===== src/rtl/irq_resolver.sv =====
module irq_resolver #(
  parameter int N        = 8,
  parameter int NEST_BIT = 2
) (
  input  logic                 clk,
  input  logic                 rst,
  input  logic [N-1:0]         irq_in,
  input  logic [N-1:0]         level_sel,
  input  logic [N-1:0]         mask_in,
  input  logic                 aeoi_en,
  input  logic                 aeoi_rot_en,
  input  logic                 nest_en,
  input  logic                 ack,
  input  logic [2:0]           eoi_op,
  input  logic [$clog2(N)-1:0] eoi_id,
  output logic                 int_out,
  output logic [$clog2(N)-1:0] ack_id
);
  localparam int IW = $clog2(N);
  localparam logic [2:0] OP_NS = 3'd1, OP_NS_ROT = 3'd2, OP_SP = 3'd3,
                         OP_SP_ROT = 3'd4, OP_SET_BASE = 3'd5;
  localparam logic [IW:0] EMPTY = (IW+1)'(N);
  localparam logic [N-1:0] ONE = {{(N-1){1'b0}}, 1'b1};

  function automatic logic [IW:0] best_rank(input logic [N-1:0] v, input logic [IW-1:0] b);
    logic [IW:0] r;
    r = EMPTY;
    for (int k = N - 1; k >= 0; k--)
      if (v[IW'((k + int'(b)) % N)]) r = (IW+1)'(k);
    return r;
  endfunction

  function automatic logic [IW-1:0] line_of(input logic [IW:0] r, input logic [IW-1:0] b);
    return IW'((int'(r) + int'(b)) % N);
  endfunction

  function automatic logic [IW-1:0] next_of(input logic [IW-1:0] i);
    return IW'((int'(i) + 1) % N);
  endfunction

  logic [N-1:0]  req_q, prev_q, isr_q;
  logic [IW-1:0] base_q;
  logic          int_q;

  logic [N-1:0]  pend, isr_cmp, nest_hole;
  logic [IW:0]   req_rank, svc_rank, top_rank;
  logic [IW-1:0] win_id, top_id;
  logic          win_ok, ack_go;

  assign nest_hole = nest_en ? (ONE << NEST_BIT) : '0;
  assign pend      = req_q & ~mask_in;
  assign isr_cmp   = isr_q & ~nest_hole;
  assign req_rank  = best_rank(pend, base_q);
  assign svc_rank  = best_rank(isr_cmp, base_q);
  assign top_rank  = best_rank(isr_q, base_q);
  assign win_id    = line_of(req_rank, base_q);
  assign top_id    = line_of(top_rank, base_q);
  assign win_ok    = req_rank < svc_rank;
  assign ack_go    = ack & win_ok;
  assign ack_id    = win_ok ? win_id : IW'(N - 1);
  assign int_out   = int_q;

  logic [N-1:0]  win_bit, isr_set, isr_clr, edge_clr, rise;
  logic [IW-1:0] base_d;
  logic          have_top;

  assign win_bit  = ONE << win_id;
  assign have_top = top_rank != EMPTY;
  assign isr_set  = (ack_go && !aeoi_en) ? win_bit : '0;
  assign edge_clr = ack_go ? (win_bit & ~level_sel) : '0;
  assign rise     = irq_in & ~prev_q;

  always_comb begin
    isr_clr = '0;
    base_d  = base_q;
    unique case (eoi_op)
      OP_NS:       if (have_top) isr_clr = ONE << top_id;
      OP_NS_ROT:   if (have_top) begin
                     isr_clr = ONE << top_id;
                     base_d  = next_of(top_id);
                   end
      OP_SP:       isr_clr = ONE << eoi_id;
      OP_SP_ROT:   begin
                     isr_clr = ONE << eoi_id;
                     base_d  = next_of(eoi_id);
                   end
      OP_SET_BASE: base_d = next_of(eoi_id);
      default:     ;
    endcase
    if (ack_go && aeoi_en && aeoi_rot_en) base_d = next_of(win_id);
  end

  always_ff @(posedge clk) begin
    if (rst) begin
      req_q  <= '0;
      prev_q <= '0;
      isr_q  <= '0;
      base_q <= '0;
      int_q  <= 1'b0;
    end else begin
      req_q  <= (level_sel & irq_in) | (~level_sel & ((req_q & ~edge_clr) | rise));
      prev_q <= irq_in;
      isr_q  <= (isr_q | isr_set) & ~isr_clr;
      base_q <= base_d;
      int_q  <= win_ok;
    end
  end
endmodule


===== config.mk =====
export PLATFORM = sky130hd
export DESIGN_NAME = irq_resolver
export DESIGN_NICKNAME = d
export VERILOG_FILES = /design/src/rtl/irq_resolver.sv
export SDC_FILE = /design/constraint.sdc
export NUM_CORES = 1
export LEC_CHECK = 0
export ABC_AREA = 1
export BUFFER_PORTS_ARGS = -buffer_cell sky130_fd_sc_hd__buf_2
export CORE_MARGIN = 2
export CORE_UTILIZATION = 58
export CTS_CLUSTER_DIAMETER = 60
export CTS_CLUSTER_SIZE = 28
export DETAILED_ROUTE_END_ITERATION = 6
export GPL_ROUTABILITY_DRIVEN = 0
export PLACE_DENSITY = 0.81
export SLEW_MARGIN = 40
export SYNTH_ARGS = -nofsm -noshare
export SYNTH_HDL_FRONTEND = slang
export SYNTH_SLANG_ARGS = --single-unit

===== constraint.sdc =====
create_clock -name clk -period 4.5 [get_ports clk]
set_input_delay 0.45 -clock clk [delete_from_list [all_inputs] [get_ports clk]]
set_output_delay 0.45 -clock clk [all_outputs]
set_load 0.1 [all_outputs]

* Word level (Yosys, flattened, before mapping)
Cells that the tools add are included.
Storage, ports and cells: flip-flop bits (word level) 28, input bits 36, logic and storage cells 168, output and inout bits 4
Cells by class: bitwise operators 18, add/subtract/negate cells 12, $lt $le $gt $ge 9, equal/unequal tests 7, mux-type cells 105, shift-type cells 3, reduce and logical (&&, ||, !) cells 9
Operator list (count):
- $mux W4 | 24
- $bmux W1 S3 | 24
- $and A8 B8 Y8 | 8
- $mux W1 | 48
- $lt A3 B5 Y1 const B | 8
- $not A8 Y8 | 5
- $mux W8 | 3
- $or A8 B8 Y8 | 3
- $shl A1 B3 Y8 const A | 3
- $pmux W8 S2 | 1
- $add A3 B3 Y3 const A | 4
- $mux W3 | 4
- $add A3 B1 Y3 const B | 3
- $not A3 Y8 | 1
- $add A2 B3 Y3 const A | 2
- $add A3 B3 Y3 | 2
- $eq A3 B2 Y1 const B | 2
- $eq A3 B3 Y1 const B | 2
- $pmux W3 S2 | 1
- $reduce_or A2 Y1 | 3
- $lt A4 B4 Y1 | 1
- $ne A4 B4 Y1 const B | 1
- $add A1 B3 Y3 const A | 1
- $eq A3 B1 Y1 const B | 1
- 6 further kinds | 8

* Longest topological paths before layout
Gate-level depths: netlist of run 1.
depth in word-level cells 22, depth in mapped cells 29, gate-level depth less buffers 26

* Least setup slack after synthesis of run 1
No wires, ideal clock.
path kind reg2out, start point reg base_q[0], end point out ack_id[2], cell stages (with the launch flop) 25, required time 4.050 ns, arrival 3.657 ns, setup slack 0.393 ns, buffers on the path 3, cell sequence dfxtp_1 buf_6 inv_6 buf_6 ha_1 buf_4 clkinv_1 nand3_1 nand2_1 nand2_1 nand2_2 nand2_1 nand2_1 nand2_1 nand2_1 nand2_1 nand2_1 inv_1 ha_1 fa_1 xor2_1 or2_4 nand2_4 inv_4 nand2_1
On the way: word-level cells in the longest chain between the ends 14, elaborated cells between the ends (all ways) 74, classes of those cells add/sub: 8; order compare: 1; mux: 65
Ends and longest elaborated chain:
- start: declaration | line 42 | logic [IW-1:0] base_q;
- start signal: assignment | line 104 | base_q <= base_d;
- $add A3 B3 Y3 | line 29 | if (v[IW'((k + int'(b)) % N)]) r = (IW+1)'(k);
- $bmux W1 S3 | line 29
- $mux W1 (not written as such) (2 in series) | line 29
- $mux W4 (8 in series) | line 29
- $lt A4 B4 Y1 / $add A3 B3 Y3 (equally long branches) | line 58, 34
- $mux W3 (*) | line 60 | assign ack_id = win_ok ? win_id : IW'(N - 1);
- end: declaration | line 17 | output logic [$clog2(N)-1:0] ack_id
Every way passes the cells marked *; elsewhere a longest branch is shown, timed or not. The select of a mux whose other input is x is not followed.

* Worst setup path in the final report of run 1
start point reg base_q[0], end point out ack_id[1]
Same word-level chain as after synthesis.

==> results of run 1 <==
## through the flow
| step | std cells | instance area, sq um | util, % | setup WS [ps] |
|---|---|---|---|---|
| floorplan | 456 | 2770 | - | 393 |
| global placement | 544 | 3000 | 64.3 | 652 |
| detailed placement | 544 | 3000 | 64.3 | 615 |
| CTS | 548 | 3070 | 65.9 | 288 |
| global route | 548 | 3070 | 66.0 | 11.8 |
| finish | 548 | 3070 | 66.0 | 294 |
## worst max-delay path by stage
stage,slack (ps),depth (start not counted),to
after global placement,650,19,ack_id[1]
after global routing,10,19,ack_id[1]
after floorplan,390,24,ack_id[2]
final,290,19,ack_id[1]
after CTS,290,19,ack_id[1]
after detailed placement,620,19,ack_id[1]
## placed cells by master (no fill, tap or decap), types with 5 or more instances in the layout
cell type	n
inv_1	60
nor3_1	9
inv_2	5
nand3_1	65
dfxtp_1	28
a21oi_1	21
buf_2	38
ha_1	8
o21ai_1	12
nand4_1	9
o21ai_0	14
nor2_1	43
nand2_1	123
## timing repair
item                                    CTS  global route
resized for setup                         0             1
endpoints found under the setup margin    0             3
setup buffers                             0             0
## metal layers
metal / GRT usage, % / vias to the layer above
met5: 0 / -
met4: 9.05 / 0
met3: 1.24 / 17
met2: 46.5 / 99
met1: 36.3 / 1303
li1: - / 1564
## sequential cells by signal, summed over array words and instances, names as in the netlist
signal and count:
int_out 1, req_q 8, prev_q 8, isr_q 8, base_q 3
## area by class of cell
| class | instances | area (sq um) | share of cell area [%] |
|---|---|---|---|
| Multi-Input combinational cell | 351 | 1870 | 60.9 |
| Sequential cell | 28 | 561 | 18.2 |
| Inverter | 69 | 270 | 8.79 |
| Timing Repair Buffer | 42 | 233 | 7.57 |
| Tap cell | 54 | 67.6 | 2.20 |
| Clock buffer | 3 | 41.3 | 1.34 |
| Clock inverter | 1 | 30.0 | 0.977 |
## worst register-to-register path, stage by stage (launching register included)
cell	delay, ps
dfxtp_1	410
inv_6	90
ha_1	480
clkinvlp_4	270
o21ai_0	270
nand2_1	80
o21ai_1	220
a21oi_1	80
nor2_1	100
nor2_1	40
nor2_1	100
nor2_1	50
nor2_1	120
ha_1	170
fa_1	490
o211ai_1	200
o21ai_0	130
ha_1	300
nand2_1	70
a21oi_1	150
## cell families (layout without fill, tap and decap cells)
| group | after synthesis | after routing | synth area share, % |
|---|---|---|---|
| buffers and inverters | 77 | 115 | 12.1 |
| adder cells (fa/ha/maj) | 10 | 10 | 5.07 |
| AO/OA/AOI/OAI | 62 | 62 | 13.0 |
| XOR/XNOR | 5 | 5 | 2.53 |
| flip-flops | 28 | 28 | 20.3 |
| AND/OR/NAND/NOR | 274 | 274 | 47.0 |
==> summary.txt, run 1 <==
status -> complete, no violations
Period Utilization, post-route -> 93.5%
Post-Syn Nets -> 502
WP data arrival -> 3760 ps
Synth Cell Area -> 0.00277 sq mm
top cell type by total area after synthesis -> dfxtp_1
Final setup viols -> 0
Crit path top cell by count -> nand2_1
routed vias/inst -> 5.44
I/O Buffers -> 39
required time at the worst-slack endpoint -> 4050 ps
Final Critical Period -> 4210 ps
Setup crit end kind -> primary output
layout cells sized above 1 -> 17.0%
largest net degree at the start of global routing -> 22
Layout fillers -> 433
max layer used -> met4
row count -> 25
Slew Limit Fails -> 0
post-synth cell types -> 45
Tightest Hold Check Type -> in -> reg
Fin. Hold Viols -> 0
ranking of synthesized cells by area -> dfxtp_1, nand2_1, nand3_1
post-synth top area share -> 20.3%
area delta synth->final -> 11.1%
RSZ-0062 raised after global routing -> no
skew final -> 7.74 ps
Max-Cap Viols -> 0
reg-to-reg endpoint -> base_q[1]
CTS Hold Buffers Added -> 0
die width -> 73.1 um
drt wl/cell -> 12.6 um
starting DRC count in detailed routing -> 179
Clock Tree Buf Depth -> 2
setup slack, reg-to-reg -> 610 ps
total congestion overflow -> 0
CTS root buffer -> clkbuf_8
Seq/Total Area, Yosys -> 20.3%
vias -> 2983
slowest CP cell -> fa_1
total track usage -> 27.1%
M1 WL -> 3100 um
detailed-placement wirelength estimate -> 5750 um
top post-synthesis cells by count -> nand2_1, nand3_1, inv_1
WP buf/inv -> 5
Post-synth ARST share -> 0%
worst r2r src -> base_q[0]
Die H -> 73.1 um
worst hold path cell count -> 3
WL met2 -> 3320 um
Routed Antenna Nets -> 0
clk slew on worst S/H paths -> 100 ps
crit path cell chain -> inv_6 -> ha_1 -> xnor2_1 -> inv_2 -> nand3_1 -> nand2_1 -> nand2_1 -> nand2_1 -> nand2_1 -> nand2_1 -> nand2_1 -> nand2_1 -> nand2_1 -> inv_1 -> ha_1 -> fa_1 -> inv_1 -> nand2_1 -> buf_2
Routed WL -> 6890 um
Final nets -> 541
clock latency at the later pin of the worst-skew pair -> 280 ps
Core Region -> 0.00466 sq mm
H-tree levels -> 1
Yosys reg bits -> 28
CP max FO -> 17
vias in the first global route -> 2641
startpoint of the worst hold path -> irq_in[1]
Max stage delay on crit path -> 630 ps
# DRC -> 0
antenna violations before repair -> 0
EDFF count, synth -> 0
Cells after Synth -> 456
IO Pins -> 40
global-route wire length before repair -> 11500 um
Setup Crit Path Kind -> reg -> out
Sink Count -> 28
met3 WL post-DR -> 308 um
Worst Hold Margin -> 373 ps
Slew HR -> 51.6%
CP Launch Type -> flip-flop
Max Fclk -> 238 MHz
most frequent cell after synthesis -> nand2_1
Num CTS Buffers -> 3
Worst Hold End -> prev_q[1]
Synth Area per Inst -> 6.07 sq um
delay-heaviest family, CP -> adder cells
synth warn -> 0
Worst Reg2Reg Path Length in Cells -> 19
Synth Flop Type -> dfxtp_1
Setup crit start -> base_q[0]
Pre-Repair DR Iteration Count -> 5
Initial Util -> 59.4%
n_diodes -> 0
setup TNS -> 0 ps
die area -> 0.00534 sq mm
TritonCTS clock tree -> done
Least-Margin Pin Slew -> 725 ps
Power of run 1 is not shown: default switching activity piles up to over one toggle a cycle in this logic, so the estimate is an artifact.
==> run 2, diff against run 1 <==
- CORE_UTILIZATION: 58 -> 60
- CTS_BUF_LIST: default -> sky130_fd_sc_hd__clkbuf_8
- PLACE_DENSITY: 0.81 -> 0.83
==> run 2 against run 1 <==
  * Via count increased by 1.8%
  * Wire length increased by 0.61%
  * Final cell count decreased by 0.18%
  * Fmax decreased by 0.77%
  * Count of clock-buffer cells in the layout unchanged
  * First-iteration DRC count increased by 1.1%
  * Die area decreased by 3.2%
  * Worst setup slack got worse by 33 ps
  * Design area about the same
  * Largest cell class unchanged
==> summary.txt, run 2 (same netlist as run 1, synthesis figures left out) <==
WP data arrival -> 3790 ps (+30 ps)
die area -> 0.00517 sq mm (-3.2%)
RSZ-0062 raised after global routing -> no
CP max FO -> 17 (unchanged)
setup TNS -> 0 ps (unchanged)
Num CTS Buffers -> 3 (unchanged)
startpoint of the worst hold path -> irq_in[6]
Routed WL -> 6930 um (+0.61%)
Tightest Hold Check Type -> in -> reg
layout cells sized above 1 -> 17.0% (-0.034 points)
detailed-placement wirelength estimate -> 5690 um (-1.2%)
# DRC -> 0 (unchanged)
Slew Limit Fails -> 0 (unchanged)
most common cell after layout, fill and taps aside -> nand2_1
CP Launch Type -> flip-flop
area post-placement -> 0.00300 sq mm (+0.17%)
drt wl/cell -> 12.7 um (+0.79%)
area delta synth->final -> 11.2% (about the same)
total track usage -> 28.4% (+1.3 points)
global-route wire length before repair -> 11900 um (+3.1%)
worst r2r src -> base_q[0]
H-tree levels -> 1 (unchanged)
Max Fclk -> 236 MHz (-0.77%)
Largest regs -> isr_q (8), prev_q (8), req_q (8)
vias -> 3038 (+1.8%)
Period Utilization, post-route -> 94.2% (+0.72 points)
Clock Tree Buf Depth -> 2 (unchanged)
row count -> 24 (-4.0%)
Final nets -> 542 (+0.18%)
antenna violations before repair -> 0 (unchanged)
Setup crit start -> base_q[0]
Worst Hold Margin -> 380 ps (+7.15 ps)
Sink Count -> 28 (unchanged)
Layout fillers -> 412 (-4.8%)
Inst Count DP -> 543 (-0.18%)
die width -> 71.9 um (-1.6%)
max layer used -> met4
I/O Buffers -> 39 (unchanged)
largest net degree at the start of global routing -> 22 (unchanged)
total congestion overflow -> 0 (unchanged)
Post-Layout Cell Count -> 547 (-0.18%)
CTS Hold Buffers Added -> 0 (unchanged)
required time at the worst-slack endpoint -> 4050 ps (about the same)
Final setup viols -> 0 (unchanged)
IO Pins -> 40 (unchanged)
n_diodes -> 0 (unchanged)
Die H -> 71.9 um (-1.6%)
skew final -> 2.68 ps (-5.05 ps)
CTS root buffer -> clkbuf_8
Slew HR -> 63.8% (+12 points)
status -> complete, no violations
M1 WL -> 3090 um (-0.52%)
starting DRC count in detailed routing -> 181 (+1.1%)
met3 WL post-DR -> 397 um (+29%)
WL met2 -> 3290 um (-0.78%)
clk slew on worst S/H paths -> 90 ps (about the same)
Core Region -> 0.00438 sq mm (-5.9%)
Setup Crit Path Kind -> reg -> out
Final Cell Area -> 0.00308 sq mm (about the same)
commonest non-fill, non-tap cells in the layout -> nand2_1, nand3_1, inv_1
Routed Antenna Nets -> 0 (unchanged)
Least-Margin Pin Slew -> 539 ps (-186 ps)
Fin. Hold Viols -> 0 (unchanged)
Max-Cap Viols -> 0 (unchanged)
TritonCTS clock tree -> done
clock latency at the later pin of the worst-skew pair -> 280 ps (about the same)
Setup crit end kind -> primary output
vias in the first global route -> 2714 (+2.8%)
Initial Util -> 63.1% (+3.7 points)
routed vias/inst -> 5.55 (+2.0%)
Pre-Repair DR Iteration Count -> 6 (+1)
Final Critical Period -> 4240 ps (+32.6 ps)
run 2: cell count changes in the layout (fill, tap and decap cells not counted), sizes merged:
cell,previous run,this run
buf,42,43
clkinv,1,2
clkinvlp,1,0
run 2: layout make-up:
cell class	instances	area, sq um	area share, %
sequential	28	561	18.2
timing repair buffer	43	240	7.81
clock inverter	1	30.0	0.976
clock buffer	3	41.3	1.34
tap	52	65.1	2.12
multi-input combinational	351	1870	60.9
inverter	69	267	8.67
run 2: critical path, stage by stage, from the launching register on:
cell     delay (ps)
dfxtp_1         420
inv_6            90
ha_1            220
xnor2_1         450
inv_2           110
nand3_1         130
nand2_1          60
nand2_1          60
nand2_1          40
nand2_1          50
nand2_1          40
nand2_1          60
nand2_1          50
nand2_1         130
inv_1            60
ha_1            180
fa_1            620
inv_1           190
nand2_1         100
buf_2           420
run 2: repair_timing:
item / CTS / global route
endpoints found under the setup margin: 0 / 3
buffers inserted: 0 / 0
resized for setup: 0 / 1
run 2: path summary, 6_finish.rpt:
kind | cells after the start | slack (ps) | to
setup / recovery | 19 | 260 | ack_id[1]
hold / removal | 3 | 380 | prev_q[6]
setup reg to reg | 22 | 650 | base_q[2]
hold reg to reg | 3 | 480 | req_q[0]
run 2: stage by stage:
stage / worst slack, ps / utilization [%]
4_1_cts: 313 / 70.1
2_1_floorplan: 393 / -
6_report: 262 / 70.1
3_3_place_gp: 692 / 68.5
5_1_grt: 27.5 / 70.1
3_5_place_dp: 649 / 68.5
run 2: routing by layer:
metal / vias to the layer above / track usage [%]
met2: 118 / 50.0
met5: - / 0
met3: 23 / 2.22
met1: 1331 / 37.6
met4: 0 / 7.97
li1: 1566 / -
Power of run 2 is left out for the same reason.
==> run 3, diff against run 2 <==
- RECOVER_POWER: default -> 100
==> run 3 against run 2 <==
  * Register-to-register slack got worse by 180 ps
  * Utilization decreased by 0.91 points
  * Critical path depth increased by 3
  * Global-route usage unchanged
  * Die area unchanged
  * Count of clock-buffer cells in the layout unchanged
  * First-iteration DRC count increased by 9.9%
  * Critical path type unchanged
==> summary.txt, run 3 (same netlist as run 1, synthesis figures left out) <==
Least-Margin Pin Slew -> 1160 ps (+623 ps)
drt wl/cell -> 12.6 um (-0.56%)
clk slew on worst S/H paths -> 100 ps (about the same)
Final Critical Period -> 4200 ps (-39.8 ps)
largest net degree at the start of global routing -> 22 (unchanged)
Largest regs -> isr_q (8), prev_q (8), req_q (8)
WP data arrival -> 3750 ps (-40 ps)
Slew Limit Fails -> 0 (unchanged)
die width -> 71.9 um (unchanged)
antenna violations before repair -> 0 (unchanged)
detailed-placement wirelength estimate -> 5690 um (unchanged)
Sink Count -> 28 (unchanged)
clock latency at the later pin of the worst-skew pair -> 280 ps (about the same)
skew final -> 4.63 ps (+1.95 ps)
setup TNS -> 0 ps (unchanged)
Die H -> 71.9 um (unchanged)
Clock Tree Buf Depth -> 2 (unchanged)
Setup crit end kind -> primary output
required time at the worst-slack endpoint -> 4050 ps (about the same)
RSZ-0062 raised after global routing -> no
CTS root buffer -> clkbuf_8
status -> complete, no violations
Setup Crit Path Kind -> reg -> out
starting DRC count in detailed routing -> 199 (+9.9%)
most common cell after layout, fill and taps aside -> nand2_1
Routed Antenna Nets -> 0 (unchanged)
Tightest Hold Check Type -> in -> reg
Fin. Hold Viols -> 0 (unchanged)
total track usage -> 28.4% (unchanged)
crit path cell chain -> inv_6 -> ha_1 -> xnor2_1 -> inv_2 -> nand3_1 -> nand2_1 -> nand2_1 -> nand2_1 -> nand2_1 -> nand2_1 -> nand2_1 -> nand2_1 -> nand2_1 -> inv_1 -> ha_1 -> fa_1 -> xor2_1 -> or2_4 -> nand2_4 -> inv_4 -> nand2_1 -> buf_6
pre-CTS WS -> 649 ps (unchanged)
Slew HR -> 22.9% (-41 points)
Core Region -> 0.00438 sq mm (unchanged)
CP max FO -> 17 (unchanged)
I/O Buffers -> 39 (unchanged)
area delta synth->final -> 9.72%
CTS Hold Buffers Added -> 0 (unchanged)
post-route setup slack -> 302 ps (+39.8 ps)
vias -> 3003 (-1.2%)
Routed WL -> 6890 um (-0.56%)
vias in the first global route -> 2714 (unchanged)
slowest CP cell -> xnor2_1
Num CTS Buffers -> 3 (unchanged)
Max-Cap Viols -> 0 (unchanged)
Max Fclk -> 238 MHz (+0.95%)
row count -> 24 (unchanged)
Period Utilization, post-route -> 93.3% (-0.88 points)
Layout fillers -> 423 (+2.7%)
Pre-Repair DR Iteration Count -> 5 (-1)
die area -> 0.00517 sq mm (unchanged)
Initial Util -> 63.1% (unchanged)
CP Launch Type -> flip-flop
total congestion overflow -> 0 (unchanged)
# DRC -> 0 (unchanged)
routed vias/inst -> 5.49 (-1.2%)
WP buf/inv -> 5 (unchanged)
Crit path top cell by count -> nand2_1
global-route wire length before repair -> 11900 um (unchanged)
IO Pins -> 40 (unchanged)
delay-heaviest family, CP -> simple AND/OR/NAND/NOR gates
Final nets -> 542 (unchanged)
commonest non-fill, non-tap cells in the layout -> nand2_1, nand3_1, inv_1
Max stage delay on crit path -> 450 ps (-170 ps)
Final setup viols -> 0 (unchanged)
Post CTS Setup Buffer Count -> 0 (unchanged)
H-tree levels -> 1 (unchanged)
layout cells sized above 1 -> 15.2% (-1.8 points)
n_diodes -> 0 (unchanged)
TritonCTS clock tree -> done
-- run 3: cell types whose count changed in the layout (fill, tap and decap cells not counted), moves of 2 or more --
cell	before	now
nor3_2	4	0
o21ai_1	13	11
nor3_1	9	13
buf_2	38	36
clkbuf_1	0	2
o21ai_0	13	15
-- run 3: final timing paths --
check	startpoint	end	slack (ps)	cells past startpoint
min	irq_in[5]	prev_q[5]	380	3
max	base_q[0]	ack_id[2]	300	22
min reg2reg	prev_q[0]	req_q[0]	480	3
max reg2reg	base_q[0]	isr_q[4]	470	23
-- run 3: repair_timing --
action | 4_1_cts | 5_1_grt
endpoints found under the setup margin | 0 | 3
resized for setup | 0 | 1
endpoints found under the hold margin | 0 | 0
-- run 3: layout make-up --
type | instances | area [sq um] | area share, %
Clock inverter | 1 | 30.0 | 0.989
Multi-Input combinational cell | 351 | 1840 | 60.7
Clock buffer | 3 | 41.3 | 1.36
Tap cell | 52 | 65.1 | 2.14
Timing Repair Buffer | 43 | 229 | 7.54
Sequential cell | 28 | 561 | 18.5
Inverter | 69 | 267 | 8.78
-- run 3: layer usage --
metal / GRT usage (%) / share of wire [%] / routed length [um]
met2: 50.0 / 48 / 3290
met4: 7.97 / 1.9 / 129
met5: 0 / 0 / 0
met3: 2.22 / 5.1 / 353
met1: 37.6 / 45 / 3110
-- run 3: worst min-delay path: stages --
cell	delay, ps
buf_2	90
inv_1	40
nor2_1	40
-- run 3: through the flow --
| step | instances | hold slack (ps) | cell area [sq um] | utilization [%] |
|---|---|---|---|---|
| after floorplan | 456 | 445 | 2770 | - |
| after global placement | 543 | 452 | 3000 | 68.5 |
| after detailed placement | 543 | 460 | 3000 | 68.5 |
| after CTS | 547 | 381 | 3080 | 70.1 |
| after global routing | 547 | 390 | 3040 | 69.2 |
| final | 547 | 378 | 3040 | 69.2 |
Power of run 3 is left out for the same reason.
